### src/rtl/migPkg.sv
package migPkg;

  typedef enum logic [1:0] {
    KIND_READ    = 2'd0,
    KIND_READEX  = 2'd1,
    KIND_UPGRADE = 2'd2,
    KIND_OTHER   = 2'd3
  } reqKind_e;

  typedef enum logic [1:0] {
    RS_INV   = 2'd0,
    RS_EXMIG = 2'd1,
    RS_EXCL  = 2'd2
  } rsState_e;

  // strobes from control to the per-line state datapath
  typedef struct packed {
    logic bumpEvt;
    logic setConv;
    logic clrConv;
    logic bumpRev;
    logic setDis;
  } migStrobe_t;

endpackage

### src/rtl/migReqSide.sv
module migReqSide
  import migPkg::*;
#(
  parameter int NUM_LINES = 4,
  parameter int LINE_W    = 2
) (
  input  logic              clk,
  input  logic              rstN,
  input  logic              fillValid,
  input  logic [LINE_W-1:0] fillLine,
  input  logic              fillMig,
  input  logic              storeValid,
  input  logic [LINE_W-1:0] storeLine,
  input  logic              snpValid,
  input  logic [LINE_W-1:0] snpLine,
  output logic              brkValid,
  output logic [LINE_W-1:0] brkLine
);

  logic [NUM_LINES-1:0] brkHit;

  for (genvar i = 0; i < NUM_LINES; i++) begin : g_line
    rsState_e state;
    logic     snpHere, storeHere, fillHere;

    assign snpHere   = snpValid   && (snpLine   == LINE_W'(i));
    assign storeHere = storeValid && (storeLine == LINE_W'(i));
    assign fillHere  = fillValid  && (fillLine  == LINE_W'(i));
    assign brkHit[i] = snpHere && (state == RS_EXMIG);

    always_ff @(posedge clk) begin
      if (!rstN) begin
        state <= RS_INV;
      end else begin
        if (snpHere) begin
          state <= RS_INV;
        end else if (storeHere && state == RS_EXMIG) begin
          state <= RS_EXCL;
        end
        if (fillHere) begin
          state <= fillMig ? RS_EXMIG : RS_EXCL;
        end
      end
    end
  end

  always_ff @(posedge clk) begin
    if (!rstN) begin
      brkValid <= 1'b0;
      brkLine  <= '0;
    end else begin
      brkValid <= |brkHit;
      brkLine  <= snpLine;
    end
  end

endmodule

### src/rtl/migDatapath.sv
module migDatapath
  import migPkg::*;
#(
  parameter int NUM_LINES = 4,
  parameter int LINE_W    = 2,
  parameter int CNT_W     = 2
) (
  input  logic              clk,
  input  logic              rstN,
  input  migStrobe_t        strobe,
  input  logic [LINE_W-1:0] reqLine,
  input  logic [LINE_W-1:0] brkLine,
  output logic              convR,
  output logic              disR,
  output logic [CNT_W-1:0]  evtR,
  output logic              convB,
  output logic [CNT_W-1:0]  revB,
  output logic [NUM_LINES-1:0] disVec
);

  logic [NUM_LINES-1:0]            convVec;
  logic [NUM_LINES-1:0][CNT_W-1:0] evtVec;
  logic [NUM_LINES-1:0][CNT_W-1:0] revVec;

  for (genvar i = 0; i < NUM_LINES; i++) begin : g_line
    logic             conv, dis;
    logic [CNT_W-1:0] evtCnt, revCnt;
    logic             atReq, atBrk;

    assign atReq = (reqLine == LINE_W'(i));
    assign atBrk = (brkLine == LINE_W'(i));

    always_ff @(posedge clk) begin
      if (!rstN) begin
        conv   <= 1'b0;
        dis    <= 1'b0;
        evtCnt <= '0;
        revCnt <= '0;
      end else begin
        if (strobe.clrConv && atBrk) begin
          conv   <= 1'b0;
          evtCnt <= '0;
          if (strobe.bumpRev) revCnt <= revCnt + 1'b1;
          if (strobe.setDis)  dis    <= 1'b1;
        end
        if (strobe.bumpEvt && atReq) evtCnt <= evtCnt + 1'b1;
        if (strobe.setConv && atReq) conv   <= 1'b1;
      end
    end

    assign convVec[i] = conv;
    assign disVec[i]  = dis;
    assign evtVec[i]  = evtCnt;
    assign revVec[i]  = revCnt;
  end

  assign convR = convVec[reqLine];
  assign disR  = disVec[reqLine];
  assign evtR  = evtVec[reqLine];
  assign convB = convVec[brkLine];
  assign revB  = revVec[brkLine];

endmodule

### src/rtl/migControl.sv
module migControl
  import migPkg::*;
#(
  parameter int NUM_PROCS     = 4,
  parameter int LINE_W        = 2,
  parameter int PROC_W        = 2,
  parameter int CNT_W         = 2,
  parameter int CONV_THRESH   = 2,
  parameter int REVERT_THRESH = 3
) (
  input  logic                 clk,
  input  logic                 rstN,
  input  logic                 reqValid,
  input  logic [LINE_W-1:0]    reqLine,
  input  logic [PROC_W-1:0]    reqProc,
  input  logic [1:0]           reqKind,
  input  logic [PROC_W-1:0]    dirOwner,
  input  logic [NUM_PROCS-1:0] dirSharers,
  input  logic                 brkValid,
  input  logic [LINE_W-1:0]    brkLine,
  input  logic                 convR,
  input  logic                 disR,
  input  logic [CNT_W-1:0]     evtR,
  input  logic                 convB,
  input  logic [CNT_W-1:0]     revB,
  output migStrobe_t           strobe,
  output logic                 outValid,
  output logic [1:0]           outKind,
  output logic                 outMig
);

  localparam logic [CNT_W-1:0] CNT_MAX = {CNT_W{1'b1}};

  logic [NUM_PROCS-1:0] ownerMask;
  logic isWrite, migEvt, revertHit, sameLine, convLive;

  assign ownerMask = {{(NUM_PROCS-1){1'b0}}, 1'b1} << dirOwner;
  assign isWrite   = (reqKind == KIND_READEX) || (reqKind == KIND_UPGRADE);
  assign sameLine  = reqValid && brkValid && (reqLine == brkLine);
  assign revertHit = brkValid && convB;

  // a same-line revert in this cycle withdraws the conversion first
  assign convLive  = convR && !(sameLine && revertHit);

  assign migEvt = reqValid && isWrite && (reqProc != dirOwner) &&
                  (dirSharers == ownerMask) && !convR && !disR;

  always_comb begin
    strobe.bumpEvt = migEvt && (evtR != CNT_MAX);
    strobe.setConv = migEvt && ((int'(evtR) + 1) >= CONV_THRESH);
    strobe.clrConv = revertHit;
    strobe.bumpRev = revertHit && (revB != CNT_MAX);
    strobe.setDis  = revertHit && ((int'(revB) + 1) >= REVERT_THRESH);
  end

  always_ff @(posedge clk) begin
    if (!rstN) begin
      outValid <= 1'b0;
      outKind  <= 2'd0;
      outMig   <= 1'b0;
    end else begin
      outValid <= reqValid;
      if (reqValid && reqKind == KIND_READ && convLive) begin
        outKind <= KIND_READEX;
        outMig  <= 1'b1;
      end else begin
        outKind <= reqValid ? reqKind : 2'd0;
        outMig  <= 1'b0;
      end
    end
  end

endmodule

### src/rtl/migDetect.sv
module migDetect
  import migPkg::*;
#(
  parameter int NUM_LINES     = 4,
  parameter int NUM_PROCS     = 4,
  parameter int CNT_W         = 2,
  parameter int CONV_THRESH   = 2,
  parameter int REVERT_THRESH = 3,
  localparam int LINE_W = (NUM_LINES > 1) ? $clog2(NUM_LINES) : 1,
  localparam int PROC_W = (NUM_PROCS > 1) ? $clog2(NUM_PROCS) : 1
) (
  input  logic                 clk,
  input  logic                 rstN,
  input  logic                 reqValid,
  input  logic [LINE_W-1:0]    reqLine,
  input  logic [PROC_W-1:0]    reqProc,
  input  logic [1:0]           reqKind,
  input  logic [PROC_W-1:0]    dirOwner,
  input  logic [NUM_PROCS-1:0] dirSharers,
  output logic                 outValid,
  output logic [1:0]           outKind,
  output logic                 outMig,
  input  logic                 fillValid,
  input  logic [LINE_W-1:0]    fillLine,
  input  logic                 fillMig,
  input  logic                 storeValid,
  input  logic [LINE_W-1:0]    storeLine,
  input  logic                 snpValid,
  input  logic [LINE_W-1:0]    snpLine,
  output logic                 brkValid,
  output logic [LINE_W-1:0]    brkLine
);

  migStrobe_t           strobe;
  logic                 convR, disR, convB;
  logic [CNT_W-1:0]     evtR, revB;
  logic [NUM_LINES-1:0] disVec;

  migReqSide #(.NUM_LINES(NUM_LINES), .LINE_W(LINE_W)) u_req (
    .clk(clk), .rstN(rstN),
    .fillValid(fillValid), .fillLine(fillLine), .fillMig(fillMig),
    .storeValid(storeValid), .storeLine(storeLine),
    .snpValid(snpValid), .snpLine(snpLine),
    .brkValid(brkValid), .brkLine(brkLine)
  );

  migControl #(
    .NUM_PROCS(NUM_PROCS), .LINE_W(LINE_W), .PROC_W(PROC_W), .CNT_W(CNT_W),
    .CONV_THRESH(CONV_THRESH), .REVERT_THRESH(REVERT_THRESH)
  ) u_ctl (
    .clk(clk), .rstN(rstN),
    .reqValid(reqValid), .reqLine(reqLine), .reqProc(reqProc), .reqKind(reqKind),
    .dirOwner(dirOwner), .dirSharers(dirSharers),
    .brkValid(brkValid), .brkLine(brkLine),
    .convR(convR), .disR(disR), .evtR(evtR), .convB(convB), .revB(revB),
    .strobe(strobe),
    .outValid(outValid), .outKind(outKind), .outMig(outMig)
  );

  migDatapath #(.NUM_LINES(NUM_LINES), .LINE_W(LINE_W), .CNT_W(CNT_W)) u_dp (
    .clk(clk), .rstN(rstN), .strobe(strobe),
    .reqLine(reqLine), .brkLine(brkLine),
    .convR(convR), .disR(disR), .evtR(evtR), .convB(convB), .revB(revB),
    .disVec(disVec)
  );

endmodule

### config.mk
export PLATFORM = sky130hd
export DESIGN_NAME = migDetect
export DESIGN_NICKNAME = d
export VERILOG_FILES = /design/src/rtl/migPkg.sv /design/src/rtl/migReqSide.sv /design/src/rtl/migDatapath.sv /design/src/rtl/migControl.sv /design/src/rtl/migDetect.sv
export SDC_FILE = /design/constraint.sdc
export NUM_CORES = 1
export LEC_CHECK = 0
export CAP_MARGIN = 20
export CORE_ASPECT_RATIO = 0.9
export CORE_MARGIN = 2
export CORE_UTILIZATION = 55
export DETAILED_ROUTE_END_ITERATION = 10
export DONT_BUFFER_PORTS = 1
export GPL_TIMING_DRIVEN = 0
export HOLD_SLACK_MARGIN = 0.15
export PLACE_DENSITY = 0.7
export SLEW_MARGIN = 20
export SYNTH_ARGS = -nofsm -noshare
export SYNTH_HDL_FRONTEND = slang
export SYNTH_HIERARCHICAL = 1
export SYNTH_SLANG_ARGS = --single-unit
### constraint.sdc
create_clock -name clk -period 3.2 [get_ports clk]
set_input_delay 0.64 -clock clk [delete_from_list [all_inputs] [get_ports clk]]
set_output_delay 0.64 -clock clk [all_outputs]
set_load 0.03 [all_outputs]
# ---- Word-level counts from Yosys, hierarchy flattened
# Index checks and enable logic that the tools add are counted.
dict set report classes {
  add_sub_neg 10
  magnitude_cmp 4
  n_eq_ne 26
  shifts 1
  muxes 42
  n_bitwise 2
  n_reduce_logical 80
}
# op count
set ops {}
lappend ops {{32-bit by 3-bit >= comparator with 1-bit output (second input constant)} 2}
lappend ops {{1-bit logical AND} 48}
lappend ops {{2-bit 2-to-1 mux} 23}
lappend ops {{2-bit == test (second input constant)} 11}
lappend ops {{2-bit by 1-bit == test with 1-bit output (second input constant)} 10}
lappend ops {{2-bit by 1-bit adder with 2-bit output (second input constant)} 8}
lappend ops {{2-bit AND reduction} 8}
lappend ops {{2-bit nonzero test} 8}
lappend ops {{1-bit 2-to-1 mux} 14}
lappend ops {{2-bit logical NOT} 6}
lappend ops {{3-bit nonzero test} 4}
lappend ops {{2-bit binary-select mux with 2-bit select} 2}
lappend ops {{2-bit by 1-bit adder with 3-bit output (second input constant)} 2}
lappend ops {{1-bit binary-select mux with 2-bit select} 3}
lappend ops {{2-bit by 3-bit less-than comparator with 1-bit output (second input constant)} 2}
lappend ops {{4-bit == test} 1}
lappend ops {{2-bit inequality test (second input constant)} 2}
lappend ops {{4-bit OR reduction} 1}
lappend ops {{1-bit by 2-bit left shift with 4-bit output (first input constant)} 1}
lappend ops {{1-bit logical NOT} 3}
lappend ops {{3-bit OR reduction} 1}
lappend ops {{2-bit == test} 1}
lappend ops {{2-bit inequality test} 1}
lappend ops {{1-bit inverter} 2}
lappend ops {{1-bit logical OR} 1}
dict set report word_totals {
  regBits 39
  out_inout_bits 7
  word_cells 191
}

# ---- Longest topological paths before layout
dict set report depth {
  ltp_word 10
  depth_mapped 9
}

# ---- Cells and area by module
# Netlist, hierarchy kept.
# module n_inst cells_per_inst area_each_um2 seq_area_each_um2
set by_module_without_submodules {}
lappend by_module_without_submodules {migDatapath 1 133 1331.3 480.5}
lappend by_module_without_submodules {migReqSide 1 60 574.3 220.2}
lappend by_module_without_submodules {migControl 1 38 310.3 80.1}

# ---- Least setup slack after synthesis
# No wires, ideal clock.
dict set report synth_path {
  path_type {input -> register}
  from {input port reqLine[0]}
  to {register u_dp.g_line[3].evtCnt[0]}
  arrival_ns 2.654
  required_time_ns 3.085
  setup_slack_ns 0.431
  stages 8
  n_path_buf 1
  cell_sequence {buf_4 -> mux4_2 -> nor4bb_1 -> nand3_1 -> a311oi_1 -> nand3_1 -> and3_1 -> o21a_1}
}
# item line_no
set synth_rtl {}
lappend synth_rtl {{from (decl)} migDetect.sv:15} ;# input logic [LINE_W-1:0] reqLine,
lappend synth_rtl {{to (signal assigned)} migDatapath.sv:46} ;# if (strobe.bumpEvt && atReq) evtCnt <= evtCnt + 1'b1;
lappend synth_rtl {{to (decl)} migDatapath.sv:27} ;# logic [CNT_W-1:0] evtCnt, revCnt;

==> impl_metrics.tcl <==
set metrics [dict create \
    maximum_number_of_pins_on_one_net_before_global_route_repair 14 \
    rows 21 \
    tritoncts.num_buffers 5 \
    final.setup.tns_ps 0 \
    pwr-share-comb_pct 6.6 \
    min_path_type "input pin to flop" \
    clock_power_share_pct 46.0 \
    clk_pin_slew_worst_paths_ps 80 \
    finalHoldViolCount 0 \
    cts.htree.levels 2 \
    cts_hold_buf 0 \
    area_of_the_core_region_um2 3760 \
    chipHeight_um 63.8 \
    crit_path_max_fanout 10 \
    timing.reg2reg.setup_slack_ps 490 \
    first_pass_grt_wire_length_um 7910 \
    clock_skew_ps 9.43 \
    relSlewSlack_pct 51.4 \
    post-place-cells 273 \
    via_count 1806 \
    layout.cells.most_common "sky130_fd_sc_hd__dfxtp_1" \
    syn-cell-area_um2 2190 \
    setup_viol 0 \
    final_antenna_net_count 0 \
    floorplan.die.width_um 70.5 \
    post_cts_resized 0 \
    fin_cells 281 \
    grt_setup_unrepaired "false" \
    type_of_the_setup_path_with_the_least_slack "input pin to flop" \
    cellPowerDensity_nw_per_um2 447 \
    r2r.worst_path.cells 7 \
    start_util_pct 58.2 \
    required_ps 3390 \
    final-max-slew-violation-count 0 \
    grt_use_total_pct 21.9 \
    total_switching_power_mw 0.226 \
    route.final.wire_length_um 4820 \
    via_per_inst 6.43 \
    syn_area_per_cell_um2 9.63 \
    sw_frac_of_total_pct 21.3 \
    tightest_slew_ps 725 \
    post_route_core_utilization_pct 63.3 \
    cts.root.buffer_cell "sky130_fd_sc_hd__clkbuf_8" \
    antenna_violations_before_repair 0 \
    number_of_i_o_port_buffers 0 \
    boundary_pins 32 \
    route.detailed.drc 0 \
    diodes 0 \
    clock-sinks 39 \
    rr_endpoint "u_dp/g_line[3].evtCnt[0]" \
    pwr-share-seq_pct 47.4 \
    layout-drive-gt1-share_pct 13.2 \
    area_growth_pct 8.87 \
    critPathCaptureType "flop" \
    cp-start-kind "input pin" \
    max-cap-violations 0 \
    cts_post_setup_buffers_inserted 0 \
    period_minus_slack_ps 2920 \
    power_report.internal_total_mw 0.837 \
    area_of_the_die_um2 4500 \
    syn_nets 253 \
    clock.fmax_ghz 0.343 \
    total_leakage_power_nw 0.932 \
    firstDrtPassIters 4 \
    crit_arrival_ps 3100 \
    grt-ovfl-total 0 \
    yosys_warnings 6 \
    fin_hold_ws_ps 472 \
    synthesis.instances 227 \
    final_net_count 260 \
    final.period_utilization_pct 91.1 \
    min_delay_worst_endpoint "u_req/brkLine[1]" \
    critical_path.reg2reg.startpoint "u_dp/g_line[3].conv" \
    outcome "finished, final reports clean" \
    peakVddDrop_mv 0.480 \
    holdPathStages 1 \
    tritoncts_clock_tree "built" \
    gp_congestion 0.882 \
    first_iter_violations 132 \
    most_used_cells_in_the_layout_excluding_fill_and_tap_cells "39 x sky130_fd_sc_hd__dfxtp_1, 19 x sky130_fd_sc_hd__nand2_1, 16 x sky130_fd_sc_hd__nand3b_1" \
    insertion_delay_ps 290 \
    vias_in_the_first_global_route 1712 \
    min_from "snpLine[1]" \
    deepest_clock_path_buffer_count 2 \
    detailedPlacementHpwl_um 3540 \
    routedWlPerCell_um 17.1 \
]
[sequential cells by signal (all words and copies together) (netlist names)]
signal and cells:
u_ctl/outKind 2, u_ctl/outMig 1, u_ctl/outValid 1, u_dp/g_line.conv 4, u_dp/g_line.dis 4, u_dp/g_line.evtCnt 8, u_dp/g_line.revCnt 8, u_req/brkLine 2
u_req/brkValid 1, u_req/g_line.state 8
[critical path, cell delays in order]
cell                       delay (ps)
sky130_fd_sc_hd__buf_4            160
sky130_fd_sc_hd__mux4_2           540
sky130_fd_sc_hd__nor4bb_1         380
sky130_fd_sc_hd__nand3_1          120
sky130_fd_sc_hd__a311oi_1         600
sky130_fd_sc_hd__nand3_1          260
sky130_fd_sc_hd__and3_1           250
sky130_fd_sc_hd__o21a_1           160
[through the flow]
stage | worst slack (ps) | power [mW] | area (µm²)
finish | 285 | 1.06 | 2380
global route | 104 | 1.10 | 2380
CTS | 287 | 1.07 | 2380
detailed placement | 11.5 | 0.585 | 2240
global placement | 33.6 | 0.582 | 2240
floorplan | 431 | 0.571 | 2190
[power by group through the flow]
| stage | Combinational, mW | Clock (mW) | Sequential, mW |
|---|---|---|---|
| after CTS | 0.0694 | 0.496 | 0.504 |
| final | 0.0698 | 0.489 | 0.504 |
| after global placement | 0.0669 | 0 | 0.515 |
| after floorplan | 0.0580 | 0 | 0.513 |
| after global routing | 0.0762 | 0.520 | 0.505 |
| after detailed placement | 0.0693 | 0 | 0.515 |
[layer usage]
layer | part of all wire, % | wire (µm) | up-vias | global-route usage [%]
li1 | - | - | 862 | -
met3 | 5.4 | 260 | 7 | 5.05
met4 | 1.0 | 48 | 0 | 6.25
met5 | 0 | 0 | - | 0
met1 | 45 | 2190 | 884 | 28.8
met2 | 48 | 2320 | 53 | 36.1
[layout make-up]
cell class	instances	area, µm²
Buffer	11	78.8
Clock buffer	5	68.8
Clock inverter	3	67.6
Fill cell	302	1380
Inverter	9	33.8
Multi-Input combinational cell	168	1290
Sequential cell	39	781
Tap cell	46	57.6
[worst max path at each step]
stage,startpoint,endpoint,slack (ps),depth (start not counted)
detailed placement,reqLine[0],u_dp/g_line[3].evtCnt[0],10,8
global route,reqLine[0],u_dp/g_line[3].evtCnt[0],100,8
global placement,reqLine[0],u_dp/g_line[3].evtCnt[0],30,8
finish,reqLine[0],u_dp/g_line[3].evtCnt[0],280,8
floorplan,reqLine[0],u_dp/g_line[3].evtCnt[0],430,8
CTS,reqLine[0],u_dp/g_line[3].evtCnt[0],290,8
Note: power is estimated with default switching activity, not from simulation.
